<file path="src/rtl/dtt_pkg.sv">
`timescale 1ns/1ps
package dtt_pkg;
  localparam int NumTimers = 2;
  localparam int AddrW     = 12;
  localparam int TIdxW     = (NumTimers > 1) ? $clog2(NumTimers) : 1;
  localparam int IeBit     = 0;
  localparam int NhBit     = 1;
  localparam int OffCount  = 0;
  localparam int OffCtrl   = 1;
  localparam int OffLimit  = 2;

  typedef enum logic [1:0] {SEL_NONE, SEL_COUNT, SEL_CTRL, SEL_LIMIT} regSel_e;

  typedef struct packed {
    logic wrCount;
    logic wrCtrl;
    logic wrLimit;
  } tmrStrobe_t;

  function automatic logic [AddrW-1:0] regAddrOf(int idx, int off);
    logic [AddrW-1:0] base;
    base = (idx == 0) ? AddrW'(12'h021) : AddrW'(12'h100);
    return base + AddrW'(off);
  endfunction
endpackage

</file>
<file path="src/rtl/dtt_ctrl.sv">
`timescale 1ns/1ps
module dtt_ctrl
  import dtt_pkg::*;
(
  input  logic                             clk,
  input  logic                             rst_n,
  input  logic                             regWr,
  input  logic [AddrW-1:0]                 regAddr,
  output tmrStrobe_t [NumTimers-1:0]       strobes,
  output regSel_e                          rdSel,
  output logic [TIdxW-1:0]                 rdIdx
);
  for (genvar g = 0; g < NumTimers; g++) begin : g_dec
    assign strobes[g].wrCount = regWr && (regAddr == regAddrOf(g, OffCount));
    assign strobes[g].wrCtrl  = regWr && (regAddr == regAddrOf(g, OffCtrl));
    assign strobes[g].wrLimit = regWr && (regAddr == regAddrOf(g, OffLimit));
  end

  always_comb begin
    rdSel = SEL_NONE;
    rdIdx = '0;
    for (int i = 0; i < NumTimers; i++) begin
      if (regAddr == regAddrOf(i, OffCount)) begin
        rdSel = SEL_COUNT;
        rdIdx = TIdxW'(i);
      end else if (regAddr == regAddrOf(i, OffCtrl)) begin
        rdSel = SEL_CTRL;
        rdIdx = TIdxW'(i);
      end else if (regAddr == regAddrOf(i, OffLimit)) begin
        rdSel = SEL_LIMIT;
        rdIdx = TIdxW'(i);
      end
    end
  end


  one_strobe_chk: assert property (@(posedge clk) disable iff (!rst_n)
    $onehot0(strobes));

  idle_strobe_chk: assert property (@(posedge clk) disable iff (!rst_n)
    (!regWr) |-> (strobes == '0));
endmodule

</file>
<file path="src/rtl/dtt_slice.sv">
`timescale 1ns/1ps
module dtt_slice
  import dtt_pkg::*;
#(
  parameter int DataW = 32
) (
  input  logic             clk,
  input  logic             rst_n,
  input  logic             cpuHalted,
  input  tmrStrobe_t       strobe,
  input  logic [DataW-1:0] wrData,
  output logic [DataW-1:0] count,
  output logic [DataW-1:0] limit,
  output logic             ie,
  output logic             nh,
  output logic             irq
);
  logic pending;
  logic tick;
  logic hit;

  assign tick = !(nh && cpuHalted);
  assign hit  = tick && !strobe.wrCount && (count == limit);

  always_ff @(posedge clk) begin
    if (!rst_n) begin
      count <= '0;
    end else if (strobe.wrCount) begin
      count <= wrData;
    end else if (tick) begin
      count <= hit ? '0 : count + 1'b1;
    end
  end

  always_ff @(posedge clk) begin
    if (!rst_n) begin
      limit <= '0;
    end else if (strobe.wrLimit) begin
      limit <= wrData;
    end
  end

  always_ff @(posedge clk) begin
    if (!rst_n) begin
      ie <= 1'b0;
      nh <= 1'b0;
    end else if (strobe.wrCtrl) begin
      ie <= wrData[IeBit];
      nh <= wrData[NhBit];
    end
  end

  always_ff @(posedge clk) begin
    if (!rst_n) begin
      pending <= 1'b0;
    end else if (strobe.wrCtrl) begin
      pending <= 1'b0;
    end else if (hit && ie) begin
      pending <= 1'b1;
    end
  end

  assign irq = pending && ie;


  count_load_chk: assert property (@(posedge clk) disable iff (!rst_n)
    strobe.wrCount |=> (count == $past(wrData)));

  halt_freeze_chk: assert property (@(posedge clk) disable iff (!rst_n)
    (nh && cpuHalted && !strobe.wrCount) |=> $stable(count));

  count_step_chk: assert property (@(posedge clk) disable iff (!rst_n)
    (!(nh && cpuHalted) && !strobe.wrCount && (count != limit))
      |=> (count == $past(count) + 1'b1));

  ack_clear_chk: assert property (@(posedge clk) disable iff (!rst_n)
    strobe.wrCtrl |=> !irq);

  irq_hold_chk: assert property (@(posedge clk) disable iff (!rst_n)
    (irq && !strobe.wrCtrl) |=> irq);
endmodule

</file>
<file path="src/rtl/dtt_datapath.sv">
`timescale 1ns/1ps
module dtt_datapath
  import dtt_pkg::*;
#(
  parameter int DataW = 32
) (
  input  logic                       clk,
  input  logic                       rst_n,
  input  logic                       cpuHalted,
  input  tmrStrobe_t [NumTimers-1:0] strobes,
  input  regSel_e                    rdSel,
  input  logic [TIdxW-1:0]           rdIdx,
  input  logic [DataW-1:0]           wrData,
  output logic [DataW-1:0]           rdData,
  output logic [NumTimers-1:0]       irqVec
);
  logic [DataW-1:0] cntArr [NumTimers];
  logic [DataW-1:0] limArr [NumTimers];
  logic             ieArr  [NumTimers];
  logic             nhArr  [NumTimers];

  for (genvar g = 0; g < NumTimers; g++) begin : g_tmr
    dtt_slice #(.DataW(DataW)) u_slice (
      .clk       (clk),
      .rst_n     (rst_n),
      .cpuHalted (cpuHalted),
      .strobe    (strobes[g]),
      .wrData    (wrData),
      .count     (cntArr[g]),
      .limit     (limArr[g]),
      .ie        (ieArr[g]),
      .nh        (nhArr[g]),
      .irq       (irqVec[g])
    );
  end

  always_comb begin
    rdData = '0;
    case (rdSel)
      SEL_COUNT: rdData = cntArr[rdIdx];
      SEL_LIMIT: rdData = limArr[rdIdx];
      SEL_CTRL: begin
        rdData[IeBit] = ieArr[rdIdx];
        rdData[NhBit] = nhArr[rdIdx];
      end
      default: rdData = '0;
    endcase
  end
endmodule

</file>
<file path="src/rtl/dual_tick_timer.sv">
`timescale 1ns/1ps
module dual_tick_timer
  import dtt_pkg::*;
#(
  parameter int DataW = 32
) (
  input  logic                 clk,
  input  logic                 rst_n,
  input  logic                 cpuHalted,
  input  logic                 regWr,
  input  logic [AddrW-1:0]     regAddr,
  input  logic [DataW-1:0]     regWrData,
  output logic [DataW-1:0]     regRdData,
  output logic [NumTimers-1:0] timerIrq
);
  tmrStrobe_t [NumTimers-1:0] strobes;
  regSel_e                    rdSel;
  logic [TIdxW-1:0]           rdIdx;

  dtt_ctrl u_ctrl (
    .clk     (clk),
    .rst_n   (rst_n),
    .regWr   (regWr),
    .regAddr (regAddr),
    .strobes (strobes),
    .rdSel   (rdSel),
    .rdIdx   (rdIdx)
  );

  dtt_datapath #(.DataW(DataW)) u_dp (
    .clk       (clk),
    .rst_n     (rst_n),
    .cpuHalted (cpuHalted),
    .strobes   (strobes),
    .rdSel     (rdSel),
    .rdIdx     (rdIdx),
    .wrData    (regWrData),
    .rdData    (regRdData),
    .irqVec    (timerIrq)
  );
endmodule

</file>
<file path="config.mk">
export PLATFORM = sky130hd
export DESIGN_NAME = dual_tick_timer
export DESIGN_NICKNAME = d
export VERILOG_FILES = /design/src/rtl/dtt_pkg.sv /design/src/rtl/dtt_ctrl.sv /design/src/rtl/dtt_slice.sv /design/src/rtl/dtt_datapath.sv /design/src/rtl/dual_tick_timer.sv
export SDC_FILE = /design/constraint.sdc
export NUM_CORES = 1
export LEC_CHECK = 0
export ABC_CLOCK_PERIOD_IN_PS = 2600
export BUFFER_PORTS_ARGS = -buffer_cell sky130_fd_sc_hd__buf_2
export CORE_MARGIN = 8
export CORE_UTILIZATION = 35
export DETAILED_ROUTE_END_ITERATION = 16
export PLACE_DENSITY = 0.6
export SETUP_SLACK_MARGIN = 0.2
export SKIP_LAST_GASP = 1
export SYNTH_ARGS = -nofsm -noshare
export SYNTH_HDL_FRONTEND = slang
export SYNTH_SLANG_ARGS = --single-unit
</file>
<file path="constraint.sdc">
create_clock -name clk -period 2.6 [get_ports clk]
set_input_delay 0.65 -clock clk [delete_from_list [all_inputs] [get_ports clk]]
set_output_delay 0.65 -clock clk [all_outputs]
set_load 0.01 [all_outputs]
</file>
# Word level (Yosys, flattened, before mapping)
# Cells that the tools add are included.
[totals] wordCells=79 register_bits=134 inputBits=48 output_inout_bits=34
[classes] n_bitwise=2 n_reduce_logical=22 magnitude_cmp=1 n_eq_ne=13 n_addsub=2 muxes=29
[op_table] operator="$mux 32" n=12
[op_table] operator="$add 32x1->32 const B" n=2
[op_table] operator="$eq 32x32->1" n=2
[op_table] operator="$pmux 30 s2" n=1
[op_table] operator="$eq 12x6->1 const B" n=3
[op_table] operator="$eq 12x9->1 const B" n=3
[op_table] operator="$logic_and 1x1->1" n=16
[op_table] operator="$mux 2" n=6
[op_table] operator="$mux 1" n=9
[op_table] operator="$pmux 2 s3" n=1
[op_table] operator="$eq 2x2->1 const B" n=2
[op_table] operator="$logic_not 1->1" n=4
[op_table] operator="$ne 2x2->1 const B" n=2
[op_table] operator="$reduce_or 2->1" n=2
[op_table] operator="$eq 2x1->1 const B" n=1
[op_table] operator="$ge 2x2->1 const B" n=1
[op_table] operator="$not 1->2" n=1
[op_table] operator="$not 1->1" n=1

# Longest topological paths before layout
[logic_depth] word_depth=9 ltp_mapped=9 mapped_depth_nobuf=7

# Modules after synthesis
# A second synthesis with hierarchy kept.
[hier_totals] hier_cells=1009 hier_area_um2=8519.4
[by_module_without_submodules] module="dtt_slice" area_per_inst_um2=3642.2 cells_each=451 instances=2
[by_module_without_submodules] module="dtt_datapath" area_per_inst_um2=1068.5 cells_each=80 instances=1
[by_module_without_submodules] module="dtt_ctrl" area_per_inst_um2=166.4 cells_each=27 instances=1

# Worst setup path before layout
# No wires, ideal clock.
[synth_timing] path_kind="input to output" from="input port regAddr[9]" to="output port regRdData[17]" required_ps=1950 t_arrival_ps=2039 cell_stages=7 path_slack_ps=-89 path_cell_list="nor4_2 -> and2_1 -> nand2_1 -> buf_2 -> buf_2 -> mux2i_1 -> o22ai_1"
[synth_between] elab_chain_len=9 word_cells_on_any_way=25
[synth_rtl] element="from (decl)" line="dual_tick_timer.sv:11" text="input logic [AddrW-1:0] regAddr,"
[synth_rtl] element="$eq 12x6->1 or $eq 12x9->1 (tied branches)" line="dtt_ctrl.sv:29" text="end else if (regAddr == regAddrOf(i, OffLimit)) begin"
[synth_rtl] element="$mux 2 or $mux 1 (tied branches)" line="dtt_ctrl.sv:29"
[synth_rtl] element="$mux 2 or $mux 1 (tied branches)" line="dtt_ctrl.sv:26" text="end else if (regAddr == regAddrOf(i, OffCtrl)) begin"
[synth_rtl] element="$mux 2 or $mux 1 (tied branches)" line="dtt_ctrl.sv:23" text="if (regAddr == regAddrOf(i, OffCount)) begin"
[synth_rtl] element="$mux 2 or $not 1->2 (tied branches)" line="dtt_ctrl.sv:29, dtt_datapath.sv:40, dtt_datapath.sv:41"
[synth_rtl] element="$mux 2 (tied with other cells)" line="dtt_ctrl.sv:26"
[synth_rtl] element="$mux 2 (tied with other cells)" line="dtt_ctrl.sv:23"
[synth_rtl] element="$eq 2x2->1 (tied with other cells)" line="dtt_datapath.sv:39" text="case (rdSel)"
[synth_rtl] element="$pmux 30 s2 *" line="dtt_datapath.sv:39"
[synth_rtl] element="to (decl)" line="dual_tick_timer.sv:13" text="output logic [DataW-1:0] regRdData,"
# Mark *: on every way between the ends. The rest lies on a longest branch, timed or not. The select of a mux whose other input is x is not followed.

# Final worst setup path
[layout_timing] from="input port regAddr[6]" to="output port regRdData[10]"
# Same word-level chain as after synthesis.

==> run_results.csv <==
group,metric,value,unit
run_status,status,"complete, but fails checks",
run_status,failed_checks,"setup timing",
global_routing,grt_pass1_vias,8107,
clocking,cts-root-buf,"clkbuf_16",
power,clkPwrFrac,0.523,
power,comb_power_share,0.038,
yosys,synth-async-reset-ratio,0,
timing,slew_headroom,0.600,
yosys,yosys_warnings,0,
cells_and_area,area_delta_synth_final,27.0,%
clocking,clk_latency,0.43,ns
worst_setup_path,critPathKind,"input pin to output pin",
power,p_per_area,443,nW/µm²
route,ant_nets,0,
yosys,yosys_most_used_dff,"dfxtp_1",
floorplan,fp.dieW,170,µm
clocking,htreeDepth,4,
clocking,numCtsBuffers,17,
yosys,synth_enable_flop_cells,0,
worst_setup_path,arrival,2.14,ns
floorplan,initial_utilization,0.355,
route,vias,8814,
power,pwr-share-seq,0.439,
route,avgRoutedWirePerCell,21.8,µm
timing,tightest_slew,0.594,ns
route,drt_first_pass_iters,7,
timing,fin_ws,-0.189,ns
timing,period_minus_slack,2.79,ns
worst_hold_path,worst_hold_path_type,"flip-flop to flip-flop",
yosys,synth_area_per_cell,7.50,µm²
global_routing,antenna_found_initial,0,
placement,dp_hpwl,23.7,mm
yosys,syn_nets,1158,
yosys,synth.distinct_cells,51,
yosys,ys_seq_area_frac,0.323,
cells_and_area,antenna_cells,0,
floorplan,die_area,28900,µm²
timing,rsz0062_at_grt,"true",
clocking,cts.sinks,134,
placement,gp_congestion,0.935,
floorplan,pin_count,82,
clocking,clockBufferDepth,2,
timing,finalCritPeriodShare,1.07,
yosys,ys_ff_latch,134,
global_routing,grt_pass1_wl,50.2,mm
worst_setup_path,crit_fanout,7,
power,power.total,4680,µW
route,via_per_inst,5.76,
worst_setup_path,cp.required,1.95,ns
power,power_switching_share,0.246,
global_routing,grt_overflow,0,
placement,portBuffers,81,
clocking,clk_pin_slew,0.07,ns
timing,worst_hold_slack,0.459,ns
power,p_int,3530,µW
placement,dp_slack,-0.327,ns
timing,max_freq,0.359,GHz
global_routing,grt_max_degree,44,
route,drt_iter0_drc,1039,
power,p_leak,0.00425,µW
worst_setup_path,cp-end-kind,"output pin",
route,drc,0,
power,vdd_drop_max,0.410,mV
cells_and_area,final_core_util,0.451,
floorplan,coreArea,23400,µm²
timing,fin_setup_tns,-5.03,ns
timing,maxSlewViolCount,0,
route,finalWirelength,33.3,mm
yosys,netlist_area,8310,µm²
global_routing,grt_usage,0.229,
timing,final_hold_viol_count,0,
cells_and_area,final_nets,1247,
cells_and_area,layout-drive-gt1-share,0.228,
timing,setup_viol,32,
floorplan,placementRows,56,
yosys,synthCells,1108,
floorplan,die-height,170,µm
timing,clock_skew,0.0121,ns
worst_setup_path,worst_setup_path_start_kind,"input pin",
run,cap_violations,0,
power,p_sw,1150,µW
clocking,cts_tree,"done",
-- sequential cells by signal (all words and copies together) (netlist names) --
signal                      cells
u_dp.g_tmr.u_slice.limit       64
u_dp.g_tmr.u_slice.ie           2
u_dp.g_tmr.u_slice.count       64
u_dp.g_tmr.u_slice.pending      2
u_dp.g_tmr.u_slice.nh           2
-- worst max-delay path: stages --
cell     delay (ns)
buf_6          0.10
nor4_4         0.29
and2_4         0.28
nand2_8        0.11
buf_4          0.19
mux2i_1        0.13
o22ai_2        0.20
buf_2          0.18
-- power by group through the flow --
| stage | clock, µW | sequential, µW | combinational [µW] |
|---|---|---|---|
| 2_1_floorplan | 0 | 2100 | 53.3 |
| 3_3_place_gp | 0 | 2100 | 170 |
| 3_5_place_dp | 0 | 2100 | 169 |
| 4_1_cts | 2470 | 2050 | 176 |
| 5_1_grt | 2580 | 2050 | 188 |
| 6_report | 2450 | 2050 | 178 |
-- cells in the final DEF, fill, tap and decap left out, types with 18 or more instances in the layout --
| master | Yosys | final |
|---|---|---|
| dfxtp_1 | 134 | 134 |
| nand3_1 | 24 | 24 |
| xnor2_1 | 45 | 45 |
| a21oi_1 | 144 | 144 |
| buf_4 | 4 | 70 |
| nand4_1 | 25 | 25 |
| nor2_1 | 75 | 73 |
| o22ai_2 | 2 | 32 |
| nor3_1 | 19 | 18 |
| mux2i_1 | 80 | 66 |
| nand2_1 | 194 | 191 |
| o22ai_1 | 90 | 60 |
| xor2_1 | 48 | 48 |
| buf_2 | 37 | 77 |
| and3_1 | 40 | 40 |
-- cells by family after synthesis --
logic type	Yosys count	share of synthesized area
buffers and inverters	113	0.0587
flip-flops	134	0.323
AND/OR/NAND/NOR	431	0.247
XOR/XNOR	93	0.0980
multiplexers	81	0.0977
adder cells (fa/ha/maj)	2	0.00301
AO/OA/AOI/OAI	254	0.173
-- layer usage --
metal | GRT usage | vias to the layer above | part of all wire
met5 | 0 | - | 0
li1 | - | 4075 | -
met3 | 0.0449 | 54 | 0.090
met4 | 0.0774 | 0 | 0.026
met1 | 0.312 | 4210 | 0.43
met2 | 0.354 | 475 | 0.45
-- through the flow --
step                cells  area [µm²]
floorplan            1108        8600
global placement     1492        9720
detailed placement   1492        9720
CTS                  1529       10500
global route         1529       10600
finish               1529       10600
-- layout make-up --
type / instances / area, µm²
Inverter: 11 / 43.8
Clock inverter: 14 / 153
Clock buffer: 18 / 429
Sequential cell: 134 / 2680
Fill cell: 2343 / 12800
Tap cell: 319 / 399
Multi-Input combinational cell: 862 / 5530
Timing Repair Buffer: 171 / 1330
-- final timing paths --
kind | from | endpoint | slack (ns) | cells after the start
max | regAddr[6] | regRdData[10] | -0.19 | 8
max reg2reg | u_dp.g_tmr[0].u_slice.count[2] | u_dp.g_tmr[0].u_slice.count[6] | 0.27 | 7
min | u_dp.g_tmr[1].u_slice.pending | u_dp.g_tmr[1].u_slice.pending | 0.46 | 1
min reg2reg | u_dp.g_tmr[1].u_slice.pending | u_dp.g_tmr[1].u_slice.pending | 0.46 | 1
-- cell usage after synthesis (6+ instances only) --
cell | number | area share
xnor2_1 | 45 | 0.047
nor3_1 | 19 | 0.011
and3_1 | 40 | 0.030
dfxtp_1 | 134 | 0.32
xor2_1 | 48 | 0.051
clkbuf_1 | 57 | 0.026
o22ai_1 | 90 | 0.068
nand3_1 | 24 | 0.014
nor4_1 | 11 | 0.0083
nand2_1 | 194 | 0.088
inv_1 | 11 | 0.0050
nand4_1 | 25 | 0.019
a21oi_1 | 144 | 0.087
mux2i_1 | 80 | 0.096
and4_1 | 6 | 0.0063
nor2_1 | 75 | 0.034
buf_2 | 37 | 0.022
-- repair_timing --
item | 4_1_cts | 5_1_grt
pin swaps | 6 | 4
setup endpoints to repair | 32 | 32
cloned | 3 | 0
hold buffers | 0 | 0
gates resized for setup | 19 | 16
buffers inserted | 2 | 0
Note: power is estimated with default switching activity, not from simulation.
